[src/rtl/tmr_pkg.sv]
package tmr_pkg;
  localparam int AW = 8;
  localparam logic [AW-1:0] OFF_FLAG = 8'h00;
  localparam logic [AW-1:0] OFF_CTRL = 8'h04;
  localparam logic [AW-1:0] OFF_TC   = 8'h08;
  localparam logic [AW-1:0] OFF_PR   = 8'h0C;
  localparam logic [AW-1:0] OFF_PC   = 8'h10;
  localparam logic [AW-1:0] OFF_ACT  = 8'h14;
  localparam logic [AW-1:0] OFF_CMP0 = 8'h18;
  localparam logic [AW-1:0] OFF_OUT  = 8'h3C;
  localparam logic [AW-1:0] OFF_MODE = 8'h70;

  typedef enum logic [1:0] {
    PIN_KEEP = 2'b00,
    PIN_LOW  = 2'b01,
    PIN_HIGH = 2'b10,
    PIN_FLIP = 2'b11
  } pin_act_e;

  typedef enum logic [1:0] {
    SRC_CLK  = 2'b00,
    SRC_RISE = 2'b01,
    SRC_FALL = 2'b10,
    SRC_BOTH = 2'b11
  } src_e;
endpackage

[src/rtl/tmr_count.sv]
module tmr_count
  import tmr_pkg::*;
#(
  parameter int W = 32
) (
  input  logic         clk,
  input  logic         rst_n,
  input  logic         en,
  input  logic         clr,
  input  logic [1:0]   src,
  input  logic         ext_in,
  input  logic [W-1:0] pr,
  input  logic         hit_rst,
  input  logic         hit_stop,
  output logic [W-1:0] tc,
  output logic [W-1:0] pc,
  output logic         tick
);
  logic s1_q, s2_q, s3_q;
  logic rise, fall, edge_ok, pre_wrap;
  logic [W-1:0] tc_d, pc_d;

  always_ff @(posedge clk or negedge rst_n) begin
    if (!rst_n) begin
      s1_q <= 1'b0;
      s2_q <= 1'b0;
      s3_q <= 1'b0;
    end else begin
      s1_q <= ext_in;
      s2_q <= s1_q;
      s3_q <= s2_q;
    end
  end

  assign rise = s2_q & ~s3_q;
  assign fall = ~s2_q & s3_q;

  always_comb begin
    case (src_e'(src))
      SRC_RISE: edge_ok = rise;
      SRC_FALL: edge_ok = fall;
      SRC_BOTH: edge_ok = rise | fall;
      default:  edge_ok = 1'b0;
    endcase
  end

  assign pre_wrap = (pc >= pr);
  assign tick = en & ~clr & ((src == SRC_CLK) ? pre_wrap : edge_ok);

  always_comb begin
    tc_d = tc;
    pc_d = pc;
    if (clr) begin
      tc_d = '0;
      pc_d = '0;
    end else if (en) begin
      if (src != SRC_CLK) pc_d = '0;
      else if (pre_wrap)  pc_d = '0;
      else                pc_d = pc + 1'b1;
      if (tick) begin
        if (hit_rst)       tc_d = '0;
        else if (!hit_stop) tc_d = tc + 1'b1;
      end
      if (tick && hit_stop) pc_d = '0;
    end
  end

  always_ff @(posedge clk or negedge rst_n) begin
    if (!rst_n) begin
      tc <= '0;
      pc <= '0;
    end else begin
      tc <= tc_d;
      pc <= pc_d;
    end
  end

  // control reset holds both counters at zero
  a_r2_hold_zero: assert property (@(posedge clk) disable iff (!rst_n)
    clr |=> (tc == '0 && pc == '0));
  // a plain tick advances the count by one
  a_r1_tc_step: assert property (@(posedge clk) disable iff (!rst_n)
    (tick && !hit_rst && !hit_stop) |=> (tc == $past(tc) + 1'b1));
  // reset action returns the count to zero
  a_r5_wrap_zero: assert property (@(posedge clk) disable iff (!rst_n)
    (tick && hit_rst) |=> (tc == '0));
endmodule

[src/rtl/tmr_match_chan.sv]
module tmr_match_chan
  import tmr_pkg::*;
#(
  parameter int W = 32
) (
  input  logic         clk,
  input  logic         rst_n,
  input  logic         tick,
  input  logic [W-1:0] tc,
  input  logic [W-1:0] cmp,
  input  logic [1:0]   act,
  input  logic         sw_we,
  input  logic         sw_val,
  output logic         hit,
  output logic         pin_q
);
  logic pin_d;

  assign hit = tick & (tc == cmp);

  always_comb begin
    pin_d = pin_q;
    if (hit) begin
      case (pin_act_e'(act))
        PIN_LOW:  pin_d = 1'b0;
        PIN_HIGH: pin_d = 1'b1;
        PIN_FLIP: pin_d = ~pin_q;
        default:  pin_d = pin_q;
      endcase
    end else if (sw_we) begin
      pin_d = sw_val;
    end
  end

  always_ff @(posedge clk or negedge rst_n) begin
    if (!rst_n) pin_q <= 1'b0;
    else        pin_q <= pin_d;
  end

  // invert code flips the pin on a match
  a_r7_flip: assert property (@(posedge clk) disable iff (!rst_n)
    (hit && act == PIN_FLIP) |=> (pin_q != $past(pin_q)));
  // keep code leaves the pin unchanged on a match
  a_r7_keep: assert property (@(posedge clk) disable iff (!rst_n)
    (hit && act == PIN_KEEP) |=> $stable(pin_q));
endmodule

[src/rtl/tmr_irq.sv]
module tmr_irq #(
  parameter int N = 4
) (
  input  logic         clk,
  input  logic         rst_n,
  input  logic [N-1:0] set,
  input  logic [N-1:0] clr,
  output logic [N-1:0] flags,
  output logic         irq
);
  logic [N-1:0] flags_d;

  assign flags_d = (flags & ~clr) | set;

  always_ff @(posedge clk or negedge rst_n) begin
    if (!rst_n) flags <= '0;
    else        flags <= flags_d;
  end

  assign irq = |flags;

  // a match wins over a same-cycle clear
  a_r9_set_wins: assert property (@(posedge clk) disable iff (!rst_n)
    (set != '0) |=> ((flags & $past(set)) == $past(set)));
  // a clear with no match removes the flag
  a_r8_w1c: assert property (@(posedge clk) disable iff (!rst_n)
    ((clr & ~set) != '0) |=> ((flags & $past(clr & ~set)) == '0));
endmodule

[src/rtl/match_timer.sv]
module match_timer
  import tmr_pkg::*;
#(
  parameter int DW = 32,
  parameter int NCH = 4
) (
  input  logic          clk,
  input  logic          rst_n,
  input  logic          bus_we,
  input  logic [AW-1:0] bus_addr,
  input  logic [DW-1:0] bus_wdata,
  output logic [DW-1:0] bus_rdata,
  input  logic          ext_in,
  output logic [NCH-1:0] match_out,
  output logic          irq
);
  localparam int ACT_W = 3 * NCH;
  localparam int PIN_W = 2 * NCH;
  localparam int OUT_W = NCH + PIN_W;

  logic              ctl_en_q, ctl_clr_q, ctl_en_d, ctl_clr_d;
  logic [DW-1:0]     pr_q;
  logic [ACT_W-1:0]  act_q;
  logic [PIN_W-1:0]  pin_act_q;
  logic [1:0]        src_q;
  logic [DW-1:0]     cmp_q [NCH];

  logic [DW-1:0]     tc, pc;
  logic              tick;
  logic [NCH-1:0]    hit, int_en, rst_en, stop_en, flags, flag_clr;
  logic              hit_rst, hit_stop;
  logic              wr_ctrl, wr_pr, wr_act, wr_out, wr_mode, wr_flag;
  logic [NCH-1:0]    wr_cmp;

  assign wr_flag = bus_we && bus_addr == OFF_FLAG;
  assign wr_ctrl = bus_we && bus_addr == OFF_CTRL;
  assign wr_pr   = bus_we && bus_addr == OFF_PR;
  assign wr_act  = bus_we && bus_addr == OFF_ACT;
  assign wr_out  = bus_we && bus_addr == OFF_OUT;
  assign wr_mode = bus_we && bus_addr == OFF_MODE;

  for (genvar n = 0; n < NCH; n++) begin : g_dec
    assign wr_cmp[n]  = bus_we && bus_addr == AW'(OFF_CMP0 + 4 * n);
    assign int_en[n]  = act_q[3*n];
    assign rst_en[n]  = act_q[3*n+1];
    assign stop_en[n] = act_q[3*n+2];
  end

  assign hit_rst  = |(hit & rst_en);
  assign hit_stop = |(hit & stop_en);

  // control register next state: stop action overrides software enable
  always_comb begin
    ctl_en_d  = ctl_en_q;
    ctl_clr_d = ctl_clr_q;
    if (wr_ctrl) begin
      ctl_en_d  = bus_wdata[0];
      ctl_clr_d = bus_wdata[1];
    end
    if (hit_stop) ctl_en_d = 1'b0;
  end

  always_ff @(posedge clk or negedge rst_n) begin
    if (!rst_n) begin
      ctl_en_q  <= 1'b0;
      ctl_clr_q <= 1'b0;
    end else begin
      ctl_en_q  <= ctl_en_d;
      ctl_clr_q <= ctl_clr_d;
    end
  end

  always_ff @(posedge clk or negedge rst_n) begin
    if (!rst_n) begin
      pr_q      <= '0;
      act_q     <= '0;
      pin_act_q <= '0;
      src_q     <= '0;
    end else begin
      if (wr_pr)   pr_q      <= bus_wdata;
      if (wr_act)  act_q     <= bus_wdata[ACT_W-1:0];
      if (wr_out)  pin_act_q <= bus_wdata[OUT_W-1:NCH];
      if (wr_mode) src_q     <= bus_wdata[1:0];
    end
  end

  for (genvar n = 0; n < NCH; n++) begin : g_cmp
    always_ff @(posedge clk or negedge rst_n) begin
      if (!rst_n)          cmp_q[n] <= '0;
      else if (wr_cmp[n])  cmp_q[n] <= bus_wdata;
    end

    tmr_match_chan #(.W(DW)) u_chan (
      .clk    (clk),
      .rst_n  (rst_n),
      .tick   (tick),
      .tc     (tc),
      .cmp    (cmp_q[n]),
      .act    (pin_act_q[2*n+1:2*n]),
      .sw_we  (wr_out),
      .sw_val (bus_wdata[n]),
      .hit    (hit[n]),
      .pin_q  (match_out[n])
    );
  end

  tmr_count #(.W(DW)) u_count (
    .clk      (clk),
    .rst_n    (rst_n),
    .en       (ctl_en_q),
    .clr      (ctl_clr_q),
    .src      (src_q),
    .ext_in   (ext_in),
    .pr       (pr_q),
    .hit_rst  (hit_rst),
    .hit_stop (hit_stop),
    .tc       (tc),
    .pc       (pc),
    .tick     (tick)
  );

  assign flag_clr = wr_flag ? bus_wdata[NCH-1:0] : '0;

  tmr_irq #(.N(NCH)) u_irq (
    .clk   (clk),
    .rst_n (rst_n),
    .set   (hit & int_en),
    .clr   (flag_clr),
    .flags (flags),
    .irq   (irq)
  );

  always_comb begin
    bus_rdata = '0;
    case (bus_addr)
      OFF_FLAG: bus_rdata[NCH-1:0]   = flags;
      OFF_CTRL: bus_rdata[1:0]       = {ctl_clr_q, ctl_en_q};
      OFF_TC:   bus_rdata            = tc;
      OFF_PR:   bus_rdata            = pr_q;
      OFF_PC:   bus_rdata            = pc;
      OFF_ACT:  bus_rdata[ACT_W-1:0] = act_q;
      OFF_OUT:  bus_rdata[OUT_W-1:0] = {pin_act_q, match_out};
      OFF_MODE: bus_rdata[1:0]       = src_q;
      default: begin
        for (int n = 0; n < NCH; n++)
          if (bus_addr == AW'(OFF_CMP0 + 4 * n)) bus_rdata = cmp_q[n];
      end
    endcase
  end

  // a stop match drops the enable bit
  a_r6_stop_clears: assert property (@(posedge clk) disable iff (!rst_n)
    hit_stop |=> !ctl_en_q);
  // count is frozen while disabled and not cleared
  a_r6_frozen: assert property (@(posedge clk) disable iff (!rst_n)
    (!ctl_en_q && !ctl_clr_q) |=> $stable(tc));
endmodule

[config.mk]
export PLATFORM = sky130hd
export DESIGN_NAME = match_timer
export DESIGN_NICKNAME = d
export VERILOG_FILES = /design/src/rtl/tmr_pkg.sv /design/src/rtl/tmr_count.sv /design/src/rtl/tmr_match_chan.sv /design/src/rtl/tmr_irq.sv /design/src/rtl/match_timer.sv
export SDC_FILE = /design/constraint.sdc
export NUM_CORES = 1
export LEC_CHECK = 0
export BUFFER_PORTS_ARGS = -buffer_cell sky130_fd_sc_hd__buf_2
export CORE_MARGIN = 5
export CORE_UTILIZATION = 45
export CTS_CLUSTER_DIAMETER = 80
export DETAILED_ROUTE_END_ITERATION = 6
export GPL_ROUTABILITY_DRIVEN = 1
export PLACE_DENSITY_LB_ADDON = 0.15
export SYNTH_ARGS = -nofsm -noshare
export SYNTH_HDL_FRONTEND = slang
export SYNTH_SLANG_ARGS = --single-unit
[constraint.sdc]
create_clock -name clk -period 7.1 [get_ports clk]
set_input_delay 1.775 -clock clk [delete_from_list [all_inputs] [get_ports clk]]
set_output_delay 1.775 -clock clk [all_outputs]
set_load 0.005 [all_outputs]
==> impl_metrics.prom, run 1 <==
# TYPE chip_impl_metric gauge
chip_impl_info{name="outcome",value="finished with violations"} 1
chip_impl_info{name="violations_in_the_final_reports",value="design-rule violations"} 1
chip_impl_metric{name="worstPathRequired",unit="ns"} 5.33
chip_impl_metric{name="clkSinkCount",unit=""} 259
chip_impl_metric{name="numPortBuffers",unit=""} 80
chip_impl_metric{name="final_cell_area",unit="sq um"} 17030
chip_impl_metric{name="drt-vias-per-instance",unit=""} 6.332
chip_impl_info{name="path_class",value="in2out"} 1
chip_impl_metric{name="synthArstFlopShare",unit=""} 1.000
chip_impl_metric{name="netSwitchingPower",unit="W"} 0.001074
chip_impl_metric{name="grt_pass1_vias",unit=""} 12000
chip_impl_metric{name="h-tree-depth",unit=""} 1
chip_impl_info{name="critical-path-top-cell-by-count",value="sky130_fd_sc_hd__buf_2"} 1
chip_impl_metric{name="swShare",unit=""} 0.2783
chip_impl_info{name="crit_path_end_kind",value="primary output"} 1
chip_impl_info{name="synth.area.top_cells",value="sky130_fd_sc_hd__dfrtp_1 (43%), sky130_fd_sc_hd__mux2_2 (13%), sky130_fd_sc_hd__xnor2_1 (7.5%)"} 1
chip_impl_info{name="synth-main-ff-cell",value="sky130_fd_sc_hd__dfrtp_1"} 1
chip_impl_metric{name="synth.lib_cells_used.distinct",unit=""} 67
chip_impl_metric{name="detail_route.wirelength",unit="mm"} 51.59
chip_impl_info{name="cts_tree",value="done"} 1
chip_impl_metric{name="place_area",unit="sq um"} 15920
chip_impl_metric{name="die_span_y",unit="um"} 193.9
chip_impl_metric{name="post-cts-setup-buffers",unit=""} 0
chip_impl_metric{name="synthesis.yosys.warnings",unit=""} 0
chip_impl_metric{name="max_fo_critical_path",unit=""} 36
chip_impl_metric{name="avgSynthCellArea",unit="sq um"} 10.41
chip_impl_info{name="root_buffer_cell",value="sky130_fd_sc_hd__clkbuf_16"} 1
chip_impl_metric{name="die-width",unit="um"} 193.9
chip_impl_metric{name="synth-seq-area-share",unit=""} 0.4260
chip_impl_metric{name="tightestPinTransition",unit="ns"} 1.173
chip_impl_metric{name="avgRoutedWirePerCell",unit="um"} 26.33
chip_impl_metric{name="fin_crit_sh",unit=""} 0.8641
chip_impl_metric{name="initial_utilization",unit=""} 0.4549
chip_impl_metric{name="max_stage_delay_on_crit_path",unit="ns"} 0.64
chip_impl_metric{name="cts-hold-fix-buffers",unit=""} 0
chip_impl_metric{name="synth_top_area_share",unit=""} 0.4260
chip_impl_metric{name="timing.max_slew.rel_slack",unit=""} 0.2109
chip_impl_metric{name="die_area",unit="sq um"} 37590
chip_impl_info{name="crit_chain",value="buf_2 -> or4_1 -> nor4_2 -> a311oi_4 -> buf_4 -> and3_1 -> a21oi_1 -> buf_2"} 1
chip_impl_metric{name="synth_edf_count",unit=""} 0
chip_impl_metric{name="power_frac_clock",unit=""} 0.444
chip_impl_metric{name="final.setup.tns",unit="ns"} 0
chip_impl_info{name="synth_largest_area_cell",value="sky130_fd_sc_hd__dfrtp_1"} 1
chip_impl_metric{name="core_area",unit="sq um"} 33450
chip_impl_metric{name="filler_cell_count",unit=""} 3053
chip_impl_metric{name="io_pins",unit=""} 81
chip_impl_metric{name="comb_pwr_share",unit=""} 0.128
chip_impl_metric{name="netlist_instances",unit=""} 1462
chip_impl_metric{name="place.gp.congestion",unit=""} 0.9483
chip_impl_info{name="rsz0062_at_grt",value="false"} 1
chip_impl_metric{name="final_hold_viol_count",unit=""} 0
chip_impl_metric{name="number_of_placed_cells_counting_well_taps",unit=""} 1904
chip_impl_metric{name="drive_gt1_frac",unit=""} 0.2369
chip_impl_metric{name="seq_area",unit="sq um"} 6481
chip_impl_metric{name="drt_pass1_iterations",unit=""} 7
chip_impl_metric{name="utilization",unit=""} 0.5091
chip_impl_metric{name="cts_max_path_buffers",unit=""} 3
chip_impl_metric{name="worstHoldPathCells",unit=""} 0
chip_impl_metric{name="fin_skew",unit="ns"} 0.01370
chip_impl_metric{name="ant_nets",unit=""} 0
chip_impl_metric{name="yosys_register_bits",unit=""} 259
chip_impl_metric{name="irDropWorstVdd",unit="V"} 0.0002361
chip_impl_metric{name="mappedNetlistNets",unit=""} 1550
chip_impl_metric{name="diodes",unit=""} 0
chip_impl_metric{name="rr_worst_depth",unit=""} 9
chip_impl_metric{name="timing.max_cap.violations",unit=""} 0
chip_impl_metric{name="grt_usage",unit=""} 0.2658
chip_impl_metric{name="final-max-slew-violation-count",unit=""} 0
chip_impl_metric{name="final.setup.worst_slack",unit="ns"} 0.9646
chip_impl_metric{name="dp_worst_setup_slack",unit="ns"} 0.9701
chip_impl_info{name="min_path_type",value="reg2reg"} 1
chip_impl_metric{name="number_of_antenna_violations_at_the_first_check_in_global_routing",unit=""} 0
chip_impl_metric{name="detailroute.via_count",unit=""} 12400
chip_impl_info{name="critical_path.slowest_cell",value="sky130_fd_sc_hd__or4_1"} 1
chip_impl_metric{name="layout_stage_area_growth_over_the_synthesis_result",unit="%"} 11.91
chip_impl_metric{name="clk_lat_worst_skew",unit="ns"} 0.57
chip_impl_metric{name="p_int",unit="W"} 0.002786
chip_impl_metric{name="nets_finish",unit=""} 1576
chip_impl_metric{name="row_count",unit=""} 67
chip_impl_info{name="worst_setup_path_start_kind",value="primary input"} 1
chip_impl_metric{name="post-dp-hpwl",unit="mm"} 37.34
chip_impl_metric{name="grt_pass1_wl",unit="mm"} 78.12
chip_impl_metric{name="syn_area",unit="sq um"} 15220
chip_impl_metric{name="initialDrtViolationCount",unit=""} 1150
chip_impl_metric{name="cellPowerDensity",unit="nW/um^2"} 226.7
chip_impl_metric{name="setup_viol",unit=""} 0
chip_impl_metric{name="seqPwrFrac",unit=""} 0.428
chip_impl_info{name="yosys-top-cells-count",value="sky130_fd_sc_hd__dfrtp_1 (259), sky130_fd_sc_hd__mux2_2 (178), sky130_fd_sc_hd__xnor2_1 (131)"} 1
chip_impl_metric{name="tritoncts.num_buffers",unit=""} 30
chip_impl_metric{name="multiInputGateArea",unit="sq um"} 8058
chip_impl_metric{name="worst_endpoint_data_arrival_time",unit="ns"} 4.36
chip_impl_metric{name="layoutNonFillerInstCount",unit=""} 1959
chip_impl_metric{name="largest_net_degree_at_the_start_of_global_routing",unit=""} 71
chip_impl_metric{name="gr-total-overflow",unit=""} 0
chip_impl_metric{name="register_clock_pin_slew_on_the_reported_worst_setup_and_hold_paths",unit="ns"} 0.06
chip_impl_metric{name="drt_drc_violations_left",unit=""} 4
chip_impl_info{name="post-synth-top-count-cell",value="sky130_fd_sc_hd__dfrtp_1"} 1
chip_impl_metric{name="leakage",unit="nW"} 7.540
chip_impl_metric{name="max_freq",unit="MHz"} 163.0
chip_impl_metric{name="post_cts.resized_instances",unit=""} 0
chip_impl_metric{name="post-route-min-period",unit="ns"} 6.135
-- layout by cell type (no fill, tap or decap), types with 23 or more instances in the layout --
cell	Yosys	layout
sky130_fd_sc_hd__nand2_1	56	56
sky130_fd_sc_hd__nor2_1	51	43
sky130_fd_sc_hd__a211oi_1	23	23
sky130_fd_sc_hd__a22oi_1	86	86
sky130_fd_sc_hd__inv_1	59	59
sky130_fd_sc_hd__xnor2_1	131	131
sky130_fd_sc_hd__a21oi_1	46	46
sky130_fd_sc_hd__dfrtp_1	259	259
sky130_fd_sc_hd__clkbuf_16	0	30
sky130_fd_sc_hd__o21ai_0	55	55
sky130_fd_sc_hd__ha_1	44	44
sky130_fd_sc_hd__and3_1	31	31
sky130_fd_sc_hd__mux2_2	178	178
sky130_fd_sc_hd__buf_2	27	79
sky130_fd_sc_hd__nand4_1	55	55
sky130_fd_sc_hd__a22o_1	23	23
sky130_fd_sc_hd__a31oi_1	44	44
sky130_fd_sc_hd__nand3_1	42	42
-- state kept, by name (all words and copies together), names as in the netlist, 4 cells and up --
| signal | cells |
|---|---|
| pin_act_q | 8 |
| act_q | 12 |
| g_cmp.u_chan.pin_q | 4 |
| pr_q | 32 |
| u_irq.flags | 4 |
| u_count.tc | 32 |
| u_count.pc | 32 |
| cmp_q | 128 |
-- stage by stage --
step,hold slack [ns],power (W)
6_report,0.3480,0.003860
5_1_grt,0.3649,0.003989
4_1_cts,0.3514,0.003874
3_5_place_dp,0.3373,0.002158
3_3_place_gp,0.3391,0.002151
2_1_floorplan,0.3312,0.001926
-- layout make-up --
class	count	area share
flip-flops and latches	259	0.3806
multi-input cells	1036	0.4732
well taps	448	0.03292
clock inverters	17	0.01506
repair buffers	102	0.03527
clock buffers	38	0.04996
inverters	59	0.01301
-- cells by family after synthesis --
| group | synth area share |
|---|---|
| buf+inv | 0.04736 |
| xor+xnor | 0.07828 |
| mux | 0.1421 |
| compound gates | 0.1562 |
| fa+ha+maj | 0.03618 |
| flops | 0.4260 |
| simple gates | 0.1139 |
-- worst max-delay path: cells and delay by family --
kind / cells / cell delay [ns]
AOI/OAI and AO/OA: 2 / 0.48
buffers and inverters: 3 / 0.69
and+or+nand+nor: 3 / 1.41
-- power by group through the flow --
stage / combinational, W / sequential (W) / clock [W]
6_report: 0.000493 / 0.00165 / 0.00172
5_1_grt: 0.000536 / 0.00166 / 0.00179
4_1_cts: 0.000486 / 0.00165 / 0.00174
3_5_place_dp: 0.000483 / 0.00168 / 0
3_3_place_gp: 0.000477 / 0.00167 / 0
2_1_floorplan: 0.000309 / 0.00162 / 0
-- path summary, 6_finish.rpt --
path                                startpoint        endpoint  slack, ns
worst max register to register  u_count.pc[31]   u_count.tc[9]       2.76
worst min-delay path              u_count.s1_q    u_count.s2_q       0.35
min in group asynchronous                rst_n  u_count.tc[30]       1.11
max in group asynchronous                rst_n   u_count.pc[7]       4.66
worst min register to register    u_count.s1_q    u_count.s2_q       0.35
worst max-delay path               bus_addr[3]   bus_rdata[13]       0.96
-- metal layers --
| layer | wire length, um | track usage |
|---|---|---|
| met5 | 0 | 0 |
| met4 | 1689 | 0.07734 |
| met3 | 4685 | 0.06516 |
| met2 | 23220 | 0.4113 |
| met1 | 21990 | 0.3734 |
Power figures use the tool's default switching activity.
==> inputs of run 2 (changes only) <==
--- a/config.mk
+++ b/config.mk
@@ -5,6 +5,7 @@
 export SDC_FILE = /design/constraint.sdc
 export NUM_CORES = 1
 export LEC_CHECK = 0
+export ABC_AREA = 1
 export BUFFER_PORTS_ARGS = -buffer_cell sky130_fd_sc_hd__buf_2
 export CORE_MARGIN = 5
 export CORE_UTILIZATION = 45
==> impl_metrics.prom, run 2 <==
# TYPE chip_impl_metric gauge
chip_impl_metric{name="largest_register_ff_count",unit=""} 128
chip_impl_metric{name="final_hold_viol_count",unit=""} 0
chip_impl_metric{name="post-route-min-period",unit="ns"} 5.686
chip_impl_metric{name="layout_stage_area_growth_over_the_synthesis_result",unit="%"} 10.71
chip_impl_metric{name="tightestPinTransition",unit="ns"} 0.9261
chip_impl_info{name="outcome",value="finished with violations"} 1
chip_impl_metric{name="synth.lib_cells_used.distinct",unit=""} 51
chip_impl_info{name="critical-path-top-cell-by-count",value="sky130_fd_sc_hd__buf_2"} 1
chip_impl_metric{name="core_area",unit="sq um"} 34630
chip_impl_metric{name="netlist_instances",unit=""} 2000
chip_impl_metric{name="drive_gt1_frac",unit=""} 0.1008
chip_impl_info{name="rsz0062_at_grt",value="false"} 1
chip_impl_metric{name="initial_utilization",unit=""} 0.4558
chip_impl_metric{name="h-tree-depth",unit=""} 2
chip_impl_metric{name="avgSynthCellArea",unit="sq um"} 7.893
chip_impl_metric{name="max_freq",unit="MHz"} 175.9
chip_impl_info{name="critical_path.slowest_cell",value="sky130_fd_sc_hd__a211oi_1"} 1
chip_impl_info{name="violations_in_the_final_reports",value="design-rule violations"} 1
chip_impl_metric{name="synthesis.yosys.warnings",unit=""} 0
chip_impl_metric{name="tritoncts.num_buffers",unit=""} 34
chip_impl_metric{name="irDropWorstVdd",unit="V"} 0.0001473
chip_impl_metric{name="rr_worst_depth",unit=""} 10
chip_impl_metric{name="synth_top_area_share",unit=""} 0.4106
chip_impl_info{name="root_buffer_cell",value="sky130_fd_sc_hd__clkbuf_16"} 1
chip_impl_info{name="path_class",value="in2out"} 1
chip_impl_metric{name="cts-hold-fix-buffers",unit=""} 0
chip_impl_metric{name="cts_max_path_buffers",unit=""} 3
chip_impl_metric{name="fin_skew",unit="ns"} 0.01660
chip_impl_info{name="worst_setup_path_start_kind",value="primary input"} 1
chip_impl_metric{name="fin_crit_sh",unit=""} 0.8009
chip_impl_metric{name="post_cts.resized_instances",unit=""} 0
chip_impl_metric{name="die_span_y",unit="um"} 197.3
chip_impl_metric{name="grt_usage",unit=""} 0.2709
chip_impl_metric{name="grt_pass1_wl",unit="mm"} 81.79
chip_impl_metric{name="seqPwrFrac",unit=""} 0.424
chip_impl_metric{name="post-dp-hpwl",unit="mm"} 38.61
chip_impl_metric{name="register_clock_pin_slew_on_the_reported_worst_setup_and_hold_paths",unit="ns"} 0.05
chip_impl_metric{name="place_area",unit="sq um"} 16260
chip_impl_metric{name="post-cts-setup-buffers",unit=""} 0
chip_impl_info{name="crit_chain",value="buf_2 -> nor2_1 -> nand3_1 -> buf_4 -> nor3_2 -> inv_1 -> o22ai_1 -> a211oi_1 -> nand4_1 -> buf_2"} 1
chip_impl_info{name="synth.area.top_cells",value="sky130_fd_sc_hd__dfrtp_1 (41%), sky130_fd_sc_hd__nand2_1 (11%), sky130_fd_sc_hd__o21ai_0 (6.9%)"} 1
chip_impl_metric{name="place.gp.congestion",unit=""} 0.9952
chip_impl_info{name="synth_largest_area_cell",value="sky130_fd_sc_hd__dfrtp_1"} 1
chip_impl_metric{name="cellPowerDensity",unit="nW/um^2"} 215.7
chip_impl_metric{name="leakage",unit="nW"} 8.314
chip_impl_info{name="crit_path_end_kind",value="primary output"} 1
chip_impl_metric{name="worst_endpoint_data_arrival_time",unit="ns"} 3.91
chip_impl_info{name="min_path_type",value="reg2reg"} 1
chip_impl_metric{name="swShare",unit=""} 0.2593
chip_impl_metric{name="diodes",unit=""} 0
chip_impl_metric{name="drt-vias-per-instance",unit=""} 5.739
chip_impl_metric{name="yosys_register_bits",unit=""} 259
chip_impl_metric{name="drt_pass1_iterations",unit=""} 7
chip_impl_metric{name="max_stage_delay_on_crit_path",unit="ns"} 0.62
chip_impl_info{name="top_register",value="cmp_q"} 1
chip_impl_info{name="layout_commonest_cell",value="sky130_fd_sc_hd__nand2_1"} 1
chip_impl_metric{name="timing.max_cap.violations",unit=""} 0
chip_impl_metric{name="worstHoldPathCells",unit=""} 0
chip_impl_metric{name="detailroute.via_count",unit=""} 14340
chip_impl_metric{name="row_count",unit=""} 68
chip_impl_info{name="yosys-top-cells-count",value="sky130_fd_sc_hd__nand2_1 (444), sky130_fd_sc_hd__dfrtp_1 (259), sky130_fd_sc_hd__o21ai_0 (219)"} 1
chip_impl_metric{name="ant_nets",unit=""} 0
chip_impl_metric{name="worstPathRequired",unit="ns"} 5.33
chip_impl_metric{name="power_frac_clock",unit=""} 0.490
chip_impl_metric{name="syn_area",unit="sq um"} 15790
chip_impl_metric{name="avgRoutedWirePerCell",unit="um"} 21.39
chip_impl_info{name="post-synth-top-count-cell",value="sky130_fd_sc_hd__nand2_1"} 1
chip_impl_metric{name="initialDrtViolationCount",unit=""} 1541
chip_impl_metric{name="clk_lat_worst_skew",unit="ns"} 0.52
chip_impl_metric{name="numPortBuffers",unit=""} 80
chip_impl_metric{name="max_fo_critical_path",unit=""} 11
chip_impl_metric{name="mappedNetlistNets",unit=""} 2088
chip_impl_metric{name="p_int",unit="W"} 0.002792
chip_impl_metric{name="final_cell_area",unit="sq um"} 17480
chip_impl_metric{name="drt_drc_violations_left",unit=""} 6
chip_impl_metric{name="die_area",unit="sq um"} 38920
chip_impl_metric{name="final-max-slew-violation-count",unit=""} 0
chip_impl_metric{name="die-width",unit="um"} 197.3
chip_impl_metric{name="nets_finish",unit=""} 2105
chip_impl_metric{name="detail_route.wirelength",unit="mm"} 53.43
chip_impl_metric{name="gr-total-overflow",unit=""} 0
chip_impl_metric{name="netSwitchingPower",unit="W"} 0.0009772
chip_impl_metric{name="timing.max_slew.rel_slack",unit=""} 0.3811
chip_impl_metric{name="synth_edf_count",unit=""} 0
chip_impl_metric{name="io_pins",unit=""} 81
chip_impl_metric{name="number_of_antenna_violations_at_the_first_check_in_global_routing",unit=""} 2
chip_impl_metric{name="setup_viol",unit=""} 0
chip_impl_metric{name="grt_pass1_vias",unit=""} 13400
chip_impl_metric{name="comb_pwr_share",unit=""} 0.087
chip_impl_metric{name="largest_net_degree_at_the_start_of_global_routing",unit=""} 148
chip_impl_info{name="layout.cells.most_common_list",value="sky130_fd_sc_hd__nand2_1 (439), sky130_fd_sc_hd__dfrtp_1 (259), sky130_fd_sc_hd__o21ai_0 (219), sky130_fd_sc_hd__inv_1 (194), sky130_fd_sc_hd__nor2_1 (140)"} 1
chip_impl_metric{name="clkSinkCount",unit=""} 259
chip_impl_info{name="synth-main-ff-cell",value="sky130_fd_sc_hd__dfrtp_1"} 1
chip_impl_info{name="cts_tree",value="done"} 1
chip_impl_metric{name="final.setup.tns",unit="ns"} 0
chip_impl_metric{name="synthArstFlopShare",unit=""} 1.000
chip_impl_metric{name="synth-seq-area-share",unit=""} 0.4106
-- run 2: changes by cell type in the layout (fill, tap and decap cells not counted), sizes merged, moves of 74 or more --
cell / change
inv: +148
xnor2: -74
mux2: -184
nor2: +101
xor2: +102
o21ai: +159
a22oi: -85
nand2: +395
-- run 2: logic make-up after synthesis --
kind of cell	synth area share
xor+xnor	0.09100
flops	0.4106
fa+ha+maj	0.03488
mux	0.001902
buf+inv	0.09028
compound gates	0.1427
simple gates	0.2287
-- run 2: final timing paths --
path / start / to / slack (ns)
setup / recovery: bus_addr[1] / bus_rdata[5] / 1.41
hold / removal: u_count.s1_q / u_count.s2_q / 0.37
setup reg to reg: ctl_clr_q / u_count.tc[10] / 2.89
hold reg to reg: u_count.s1_q / u_count.s2_q / 0.37
max in group asynchronous: rst_n / u_count.tc[16] / 4.44
min in group asynchronous: rst_n / u_count.s1_q / 1.30
-- run 2: through the flow --
stage	power, W	utilization	setup WS [ns]	cells	hold WS (ns)
floorplan	0.001793	-	2.172	2000	0.3312
global placement	0.001944	0.4696	1.465	2436	0.3779
detailed placement	0.001948	0.4696	1.460	2436	0.3741
CTS	0.003800	0.5047	1.455	2498	0.3866
global route	0.003909	0.5047	1.270	2498	0.3900
finish	0.003769	0.5047	1.414	2498	0.3718
-- run 2: worst max-delay path: cells and delay by family --
kind	cells	cell delay (ns)
buffers and inverters	4	0.87
AO/OA/AOI/OAI	2	0.82
AND/OR/NAND/NOR	4	0.43
-- run 2: per-layer routing --
layer,part of all wire,GRT usage
met1,0.46,0.4081
met2,0.42,0.3856
met3,0.091,0.06072
met4,0.034,0.08885
met5,0.00024,0
-- run 2: final cells by class --
class	count	area, sq um
Multi-Input combinational cell	1419	7894
Fill cell	3357	17150
Timing Repair Buffer	95	535.5
Clock buffer	51	1069
Inverter	208	783.3
Tap cell	455	569.3
Sequential cell	259	6481
Clock inverter	11	143.9
-- run 2: power by group through the flow --
stage	Clock, W	Combinational [W]	Sequential, W
detailed placement	0	0.000327	0.00162
global placement	0	0.000324	0.00162
global route	0.00194	0.000368	0.00160
floorplan	0	0.000195	0.00160
CTS	0.00188	0.000329	0.00159
finish	0.00185	0.000327	0.00160
